**config.mk**
```make
export PLATFORM = sky130hd
export DESIGN_NAME = opcode_trap_reg
export DESIGN_NICKNAME = d
export VERILOG_FILES = /design/src/rtl/opt_pkg.sv /design/src/rtl/opt_ie_flag.sv /design/src/rtl/opt_fetch_gate.sv /design/src/rtl/opt_op_store.sv /design/src/rtl/opcode_trap_reg.sv
export SDC_FILE = /design/constraint.sdc
export NUM_CORES = 1
export LEC_CHECK = 0
export BUFFER_PORTS_ARGS = -buffer_cell sky130_fd_sc_hd__buf_2
export CORE_AREA = 2 2 39 41
export DETAILED_ROUTE_END_ITERATION = 12
export DIE_AREA = 0 0 41 43
export PLACE_DENSITY_LB_ADDON = 0.15
export SLEW_MARGIN = 25
export SYNTH_ARGS = -nofsm -noshare
export SYNTH_HDL_FRONTEND = slang
export SYNTH_SLANG_ARGS = --single-unit
```
**constraint.sdc**
```tcl
create_clock -name clk -period 1.1 [get_ports clk]
set_input_delay 0.165 -clock clk [delete_from_list [all_inputs] [get_ports clk]]
set_output_delay 0.165 -clock clk [all_outputs]
set_load 0.03 [all_outputs]
```
**src/rtl/opt_pkg.sv**
```systemverilog
package opt_pkg;

   // What the opcode register does on the coming edge
   typedef enum logic [1:0] {
      OPA_HOLD = 2'd0,
      OPA_LOAD = 2'd1,
      OPA_TRAP = 2'd2
   } op_action_e;

endpackage

```
**src/rtl/opt_ie_flag.sv**
```systemverilog
module opt_ie_flag (
   input  logic clk,
   input  logic rst_n,
   input  logic set_i,
   input  logic clr_i,
   output logic en_o
);

   logic en_q;

   always_ff @(posedge clk or negedge rst_n) begin
      if (!rst_n) begin
         en_q <= 1'b0;
      end else if (clr_i) begin
         en_q <= 1'b0;          // clear has priority over set
      end else if (set_i) begin
         en_q <= 1'b1;
      end
   end

   assign en_o = en_q;

endmodule

```
**src/rtl/opt_fetch_gate.sv**
```systemverilog
module opt_fetch_gate
   import opt_pkg::*;
(
   input  logic       load_i,
   input  logic       en_i,
   input  logic       pend_i,
   output op_action_e action_o
);

   logic take_trap;

   // Pending only matters at an instruction boundary
   assign take_trap = load_i & en_i & pend_i;

   always_comb begin
      if (take_trap) begin
         action_o = OPA_TRAP;
      end else if (load_i) begin
         action_o = OPA_LOAD;
      end else begin
         action_o = OPA_HOLD;
      end
   end

endmodule

```
**src/rtl/opt_op_store.sv**
```systemverilog
module opt_op_store
   import opt_pkg::*;
#(
   parameter int OP_W      = 8,
   parameter int TRAP_CODE = 0
) (
   input  logic            clk,
   input  logic            rst_n,
   input  op_action_e      action_i,
   input  logic [OP_W-1:0] data_i,
   output logic [OP_W-1:0] op_o
);

   localparam logic [OP_W-1:0] TRAP_VAL = OP_W'(TRAP_CODE);

   logic [OP_W-1:0] op_q;

   generate
      if (TRAP_CODE == 0) begin : g_clear_style
         // Load enable plus synchronous clear
         logic sclr;
         logic ld;
         assign sclr = (action_i == OPA_TRAP);
         assign ld   = (action_i == OPA_LOAD);
         always_ff @(posedge clk or negedge rst_n) begin
            if (!rst_n) begin
               op_q <= '0;
            end else if (sclr) begin
               op_q <= '0;
            end else if (ld) begin
               op_q <= data_i;
            end
         end
      end else begin : g_const_style
         // Non-zero trap code: mux a constant onto the load path
         logic [OP_W-1:0] nxt;
         always_comb begin
            unique case (action_i)
               OPA_TRAP: nxt = TRAP_VAL;
               OPA_LOAD: nxt = data_i;
               default:  nxt = op_q;
            endcase
         end
         always_ff @(posedge clk or negedge rst_n) begin
            if (!rst_n) begin
               op_q <= '0;
            end else begin
               op_q <= nxt;
            end
         end
      end
   endgenerate

   assign op_o = op_q;

endmodule

```
**src/rtl/opcode_trap_reg.sv**
```systemverilog
module opcode_trap_reg
   import opt_pkg::*;
#(
   parameter int OP_W      = 8,
   parameter int TRAP_CODE = 0
) (
   input  logic            clk,
   input  logic            rst_n,
   input  logic [OP_W-1:0] bus_data,
   input  logic            op_load,
   input  logic            irq_pending,
   input  logic            ie_set,
   input  logic            ie_clr,
   output logic [OP_W-1:0] opcode,
   output logic            irq_enabled
);

   generate
      if (OP_W < 1) begin : g_bad_width
         $error("opcode_trap_reg: OP_W must be at least 1");
      end
      if (TRAP_CODE < 0 || TRAP_CODE >= (1 << OP_W)) begin : g_bad_trap
         $error("opcode_trap_reg: TRAP_CODE does not fit in OP_W bits");
      end
   endgenerate

   logic       en_w;
   op_action_e act_w;

   opt_ie_flag u_ie (
      .clk   (clk),
      .rst_n (rst_n),
      .set_i (ie_set),
      .clr_i (ie_clr),
      .en_o  (en_w)
   );

   opt_fetch_gate u_gate (
      .load_i   (op_load),
      .en_i     (en_w),
      .pend_i   (irq_pending),
      .action_o (act_w)
   );

   opt_op_store #(
      .OP_W      (OP_W),
      .TRAP_CODE (TRAP_CODE)
   ) u_store (
      .clk      (clk),
      .rst_n    (rst_n),
      .action_i (act_w),
      .data_i   (bus_data),
      .op_o     (opcode)
   );

   assign irq_enabled = en_w;

endmodule

```
==> results of run 1 <==
-- sequential cells by signal, indices dropped and copies added (netlist names) --
| signal | count |
|---|---|
| u_ie.en_o | 1 |
| u_store.op_o | 8 |
-- critical path: stages (launching register included) --
cell	delay (ps)
dfrtp_1	350
and2_1	400
o22ai_2	140
-- where the power goes --
part / leakage [nW] / switching (W) / internal [W]
clock: 0.0150 / 0.000110 / 0.000139
combinational: 0.183 / 0.000131 / 0.0000730
sequential: 0.112 / 0.0000144 / 0.000363
total: 0.310 / 0.000256 / 0.000575
-- layout make-up --
cell class	count	area (um2)
Clock buffer	4	26.28
Fill cell	150	818.3
Inverter	8	30.03
Multi-Input combinational cell	19	143.9
Sequential cell	9	225.2
Tap cell	16	20.02
Timing Repair Buffer	23	120.1
-- layout by cell type (no fill, tap or decap), drive strengths merged --
cell,n
and2,1
clkbuf,4
dfrtp,9
buf,22
dlygate4sd3,1
inv,8
o22ai,8
nand2,8
nor2,2
-- through the flow --
step / total power, W / hold WS (ps) / worst slack, ps / instance area (um2)
after global routing: 0.0008888 / 37.23 / 1.974 / 565.5
after CTS: 0.0008487 / 40.67 / 53.63 / 565.5
after floorplan: 0.0005319 / -130.6 / 70.06 / 437.9
final: 0.0008307 / 49.77 / 67.44 / 565.5
after global placement: 0.0005874 / 29.91 / 78.21 / 529.3
after detailed placement: 0.0005880 / 27.99 / 60.56 / 529.3
-- worst paths after layout --
path                                       start                           to  slack, ps  cells after the start
min reg2reg                u_ie.en_o$_DFFE_PN0P_        u_ie.en_o$_DFFE_PN0P_        500                      2
min                                       ie_clr        u_ie.en_o$_DFFE_PN0P_         50                      2
max in group asynchronous                  rst_n  u_store.op_o[6]$_DFFE_PN0P_        640                      2
max                        u_ie.en_o$_DFFE_PN0P_  u_store.op_o[4]$_DFFE_PN0P_         70                      2
max reg2reg                u_ie.en_o$_DFFE_PN0P_  u_store.op_o[4]$_DFFE_PN0P_         70                      2
min in group asynchronous                  rst_n  u_store.op_o[4]$_DFFE_PN0P_        280                      2
-- cell families (layout without fill, tap and decap cells) --
logic type             count (synthesis)  count (layout)
AO/OA/AOI/OAI                          8               8
buffers and inverters                 11              35
flip-flops                             9               9
AND/OR/NAND/NOR                       11              11
-- metal layers --
metal	share of wire, %	wire length, um
met1	42	334
met3	9.0	71
met5	0	0
met4	0	0
met2	49	384
==> flow_metrics.tcl, run 1 <==
set metrics [dict create \
    htreeDepth 1 \
    yosys.cell_count.top_type "dfrtp_1" \
    number_of_setup_buffers_added_after_cts 0 \
    post-dp-hpwl_um 594.2 \
    worst_setup_skew_after_layout_ps 1.623 \
    ys.warnings.count 0 \
    core.rowCount 14 \
    cts_buffers 3 \
    finish.net_count 78 \
    number_of_iterations_in_the_first_detailed_routing_pass 2 \
    clkTransAtPathRegs_ps 60 \
    postRouteWirelength_um 791 \
    antenna_found_initial 0 \
    synth_top_cell_area_share_pct 51.43 \
    synth_adder_area_share_pct 0 \
    finalSetupViolCount 0 \
    critical_path.max_fanout 8 \
    cp_data_required_time_ps 1220 \
    start_util_pct 31.65 \
    drive_above_1_share_pct 52.38 \
    leakagePower_nw 0.3099 \
    largest_family_of_logic_cells_by_synthesized_area "compound AO/OA/AOI/OAI gates" \
    synth.mux.area_fraction_pct 0 \
    final_core_utilization_pct 40.87 \
    worst_setup_end_kind "flop" \
    synth.area.top_cells "dfrtp_1 (51%), o22ai_2 (23%), inv_1 (6.9%)" \
    worst_slew_pin_slew_ps 440.4 \
    synth_area_um2 437.9 \
    antenna_cells_inserted 0 \
    clock_path_buffers 2 \
    synth_top_flop_cell "dfrtp_1" \
    use_met3_pct 9.424 \
    root_buffer "clkbuf_4" \
    cts.repair.resized 0 \
    timing.final.crit_share_pct 93.87 \
    die_w_um 41 \
    wire_per_inst_um 10.01 \
    postSynthCellCount 39 \
    slew_headroom_pct 70.64 \
    finish.cell_count_without_fillers 79 \
    yosys_register_bits 9 \
    clock_latency_ps 260 \
    synth.net_count 53 \
    ir_drop_mv 1.012 \
    yosys.cell_types.count 9 \
    finalCriticalPeriod_ps 1033 \
    achievable-frequency_mhz 968.5 \
    dieArea_um2 1763 \
    synthesized_area_fraction_occupied_by_xor_and_xnor_cells_pct 0 \
    slew_violations 0 \
    synth_enable_flop_cells 0 \
    placedCellCount 74 \
    hold_class "in -> reg" \
    syn2layout_area_growth_pct 29.14 \
    outcome "completed" \
    clock_tree_from_tritoncts "built" \
    grt.busiest_layer "met2" \
    global_route_wire_length_before_repair_um 1159 \
    grt_use_met2_pct 15.00 \
    synth_compound_gate_area_share_pct 22.86 \
    maximum_number_of_pins_on_one_net_before_global_route_repair 17 \
    path_class "reg -> reg" \
    global_route.overflow_total 0 \
    drt-vias-per-instance 4.139 \
    chipHeight_um 43 \
    grt_setup_unrepaired "no" \
    power_per_standard_cell_area_nw_per_um2 1469 \
    startpoint_type_of_the_worst_setup_path "flop" \
    core_um2 1384 \
    postCtsHoldBufs 1 \
    io_buffers 22 \
    cts_num_sinks 9 \
    syn-mean-instance-area_um2 11.23 \
    timing_hold_violations_final 0 \
    seq_area_frac_synth_pct 51.43 \
    detailed_route_iter0_violations 4 \
    drc_errors 0 \
    synth_simple_gate_area_share_pct 10.00 \
    vias 327 \
    synth.largest_area_cell "dfrtp_1" \
    arrival_ps 1150 \
    pin_count 23 \
    grt_total_usage_pct 10.72 \
    met1_usage_pct 11.18 \
    synth-async-reset-ratio_pct 100.0 \
    final_antenna_net_count 0 \
    most_numerous_cell_types_in_the_synthesized_netlist "dfrtp_1 (9), inv_1 (8), nand2_1 (8), o22ai_2 (8), nor2_1 (2)" \
    maxCapViolations 0 \
    first_global_vias 300 \
    gpl.final_weighted_congestion 0.6424 \
    setup_total_negative_slack_ps 0 \
]
Power figures use the tool's default switching activity.
==> run 2, diff against run 1 <==
--- a/config.mk
+++ b/config.mk
@@ -6,9 +6,11 @@
 export NUM_CORES = 1
 export LEC_CHECK = 0
 export BUFFER_PORTS_ARGS = -buffer_cell sky130_fd_sc_hd__buf_2
-export CORE_AREA = 2 2 39 41
+export CELL_PAD_IN_SITES_DETAIL_PLACEMENT = 1
+export CELL_PAD_IN_SITES_GLOBAL_PLACEMENT = 2
+export CORE_AREA = 3 3 47 49
 export DETAILED_ROUTE_END_ITERATION = 12
-export DIE_AREA = 0 0 41 43
+export DIE_AREA = 0 0 50 52
 export PLACE_DENSITY_LB_ADDON = 0.15
 export SLEW_MARGIN = 25
 export SYNTH_ARGS = -nofsm -noshare
==> flow_metrics.tcl, run 2 (synthesized netlist as in run 1, its figures left out) <==
set metrics [dict create \
    outcome "completed" \
    antenna_cells_inserted 0 \
    r2r_slack_ps 190 \
    seqCellArea_um2 225.2 \
    crit_slowest_cell "dfrtp_1" \
    maxCapViolations 0 \
    finalCriticalPeriod_ps 1005 \
    chipHeight_um 52 \
    die_w_um 50 \
    clock_path_buffers 2 \
    achievable-frequency_mhz 994.9 \
    multiInputGateArea_um2 145.1 \
    arrival_ps 840 \
    core.rowCount 16 \
    grt_total_usage_pct 7.495 \
    critPathBufInv 1 \
    drc_errors 0 \
    global_route_wire_length_before_repair_um 1435 \
    vias 348 \
    path_class "reg -> out" \
    largest_reg_flops 8 \
    io_buffers 22 \
    dieArea_um2 2600 \
    drive_above_1_share_pct 53.97 \
    clock_latency_ps 260 \
    p_sw_w 0.0002643 \
    ir_drop_mv 0.4474 \
    antenna_found_initial 0 \
    path_delay_family "flip-flops" \
    startpoint_type_of_the_worst_setup_path "flop" \
    cts_num_sinks 9 \
    gpl.final_weighted_congestion 0.6638 \
    detailed_route_iter0_violations 1 \
    finish.net_count 78 \
    slew_headroom_pct 76.72 \
    maximum_number_of_pins_on_one_net_before_global_route_repair 17 \
    final_antenna_net_count 0 \
    final_core_utilization_pct 30.53 \
    start_util_pct 23.03 \
    wire_per_inst_um 10.38 \
    reg_power_share_pct 44.9 \
    htreeDepth 1 \
    commonest_cells_after_routing_fill_and_taps_aside "buf_2 (22), dfrtp_1 (9), inv_1 (8), nand2_1 (8), o22ai_2 (8)" \
    setup_total_negative_slack_ps 0 \
    worst_setup_end_kind "primary output" \
    comb_power_share_pct 24.5 \
    pin_count 23 \
    postRouteWirelength_um 934 \
    timing.critical_path.slowest_cell_delay_ps 400 \
    slew_violations 0 \
    leakagePower_nw 0.3106 \
    crit_chain "buf_2" \
    drt-vias-per-instance 3.867 \
    timing_hold_violations_final 0 \
    number_of_iterations_in_the_first_detailed_routing_pass 2 \
    commonest_non_fill_non_tap_cell_in_the_layout "buf_2" \
    cts_buffers 3 \
    worst_setup_skew_after_layout_ps 3.020 \
    finalSetupViolCount 0 \
    nFillCells 239 \
    clock_tree_from_tritoncts "built" \
    netSwitchingFraction_pct 31.46 \
    clkTransAtPathRegs_ps 60 \
    root_buffer "clkbuf_4" \
    hold_class "in -> reg" \
    timing.final.crit_share_pct 91.38 \
    core_um2 1902 \
    syn2layout_area_growth_pct 32.57 \
    cp_data_required_time_ps 940 \
    grt_setup_unrepaired "no" \
    power_frac_clock_pct 30.6 \
    internal_power_w 0.0005757 \
    first_global_vias 321 \
    power_per_standard_cell_area_nw_per_um2 1447 \
    global_route.overflow_total 0 \
    worst_slew_pin_slew_ps 349.1 \
    critical_path.max_fanout 3 \
]
[run 2: cell count changes in the layout (fill, tap and decap cells not counted)]
| cell | delta |
|---|---|
| and2_1 | -1 |
| and2_2 | +1 |
[run 2: timing repair]
action,4_1_cts,5_1_grt
hold buffers,1,0
endpoints found under the hold margin,9,0
setup endpoints to repair,0,8
buffers inserted,0,0
gates resized for setup,0,1
[run 2: final timing paths]
| path | from | to | cells past startpoint |
|---|---|---|---|
| worst max-delay path | u_ie.en_o$_DFFE_PN0P_ | irq_enabled | 1 |
| max in group asynchronous | rst_n | u_store.op_o[3]$_DFFE_PN0P_ | 2 |
| min in group asynchronous | rst_n | u_store.op_o[7]$_DFFE_PN0P_ | 2 |
| worst min register to register | u_store.op_o[4]$_DFFE_PN0P_ | u_store.op_o[4]$_DFFE_PN0P_ | 2 |
| worst max register to register | u_ie.en_o$_DFFE_PN0P_ | u_store.op_o[0]$_DFFE_PN0P_ | 2 |
| worst min-delay path | ie_clr | u_ie.en_o$_DFFE_PN0P_ | 2 |
[run 2: per-layer routing]
layer  wire length (um)  up-vias  GRT usage [%]
met4                 15        0          4.147
met2                387       16          10.87
li1                   -      172              -
met3                 94        2          3.152
met1                437      158          9.250
met5                  0        -              0
[run 2: layout make-up]
class / count / share of cell area (%)
tap: 27 / 5.819
multi-input combinational: 19 / 25.00
inverter: 8 / 5.172
clock buffer: 4 / 4.526
sequential: 9 / 38.79
timing repair buffer: 23 / 20.69
[run 2: power groups by stage]
stage                     Clock [W]  Sequential (W)  Combinational (W)
after floorplan                   0        0.000449          0.0000829
after global placement            0        0.000383           0.000206
after detailed placement          0        0.000384           0.000207
after CTS                  0.000264        0.000378           0.000210
after global routing       0.000279        0.000382           0.000224
final                      0.000257        0.000377           0.000206
[run 2: metrics by stage]
step / hold WS [ps] / power [W] / std cells / worst slack (ps) / instance area [um2]
6_report: 51.87 / 0.0008399 / 90 / 94.86 / 580.6
5_1_grt: 53.19 / 0.0008850 / 90 / 65.70 / 580.6
4_1_cts: 48.82 / 0.0008517 / 90 / 13.53 / 579.3
3_5_place_dp: 34.23 / 0.0005909 / 85 / 31.82 / 543.0
3_3_place_gp: 33.46 / 0.0005890 / 85 / 69.50 / 543.0
2_1_floorplan: -130.6 / 0.0005319 / 39 / 70.06 / 437.9
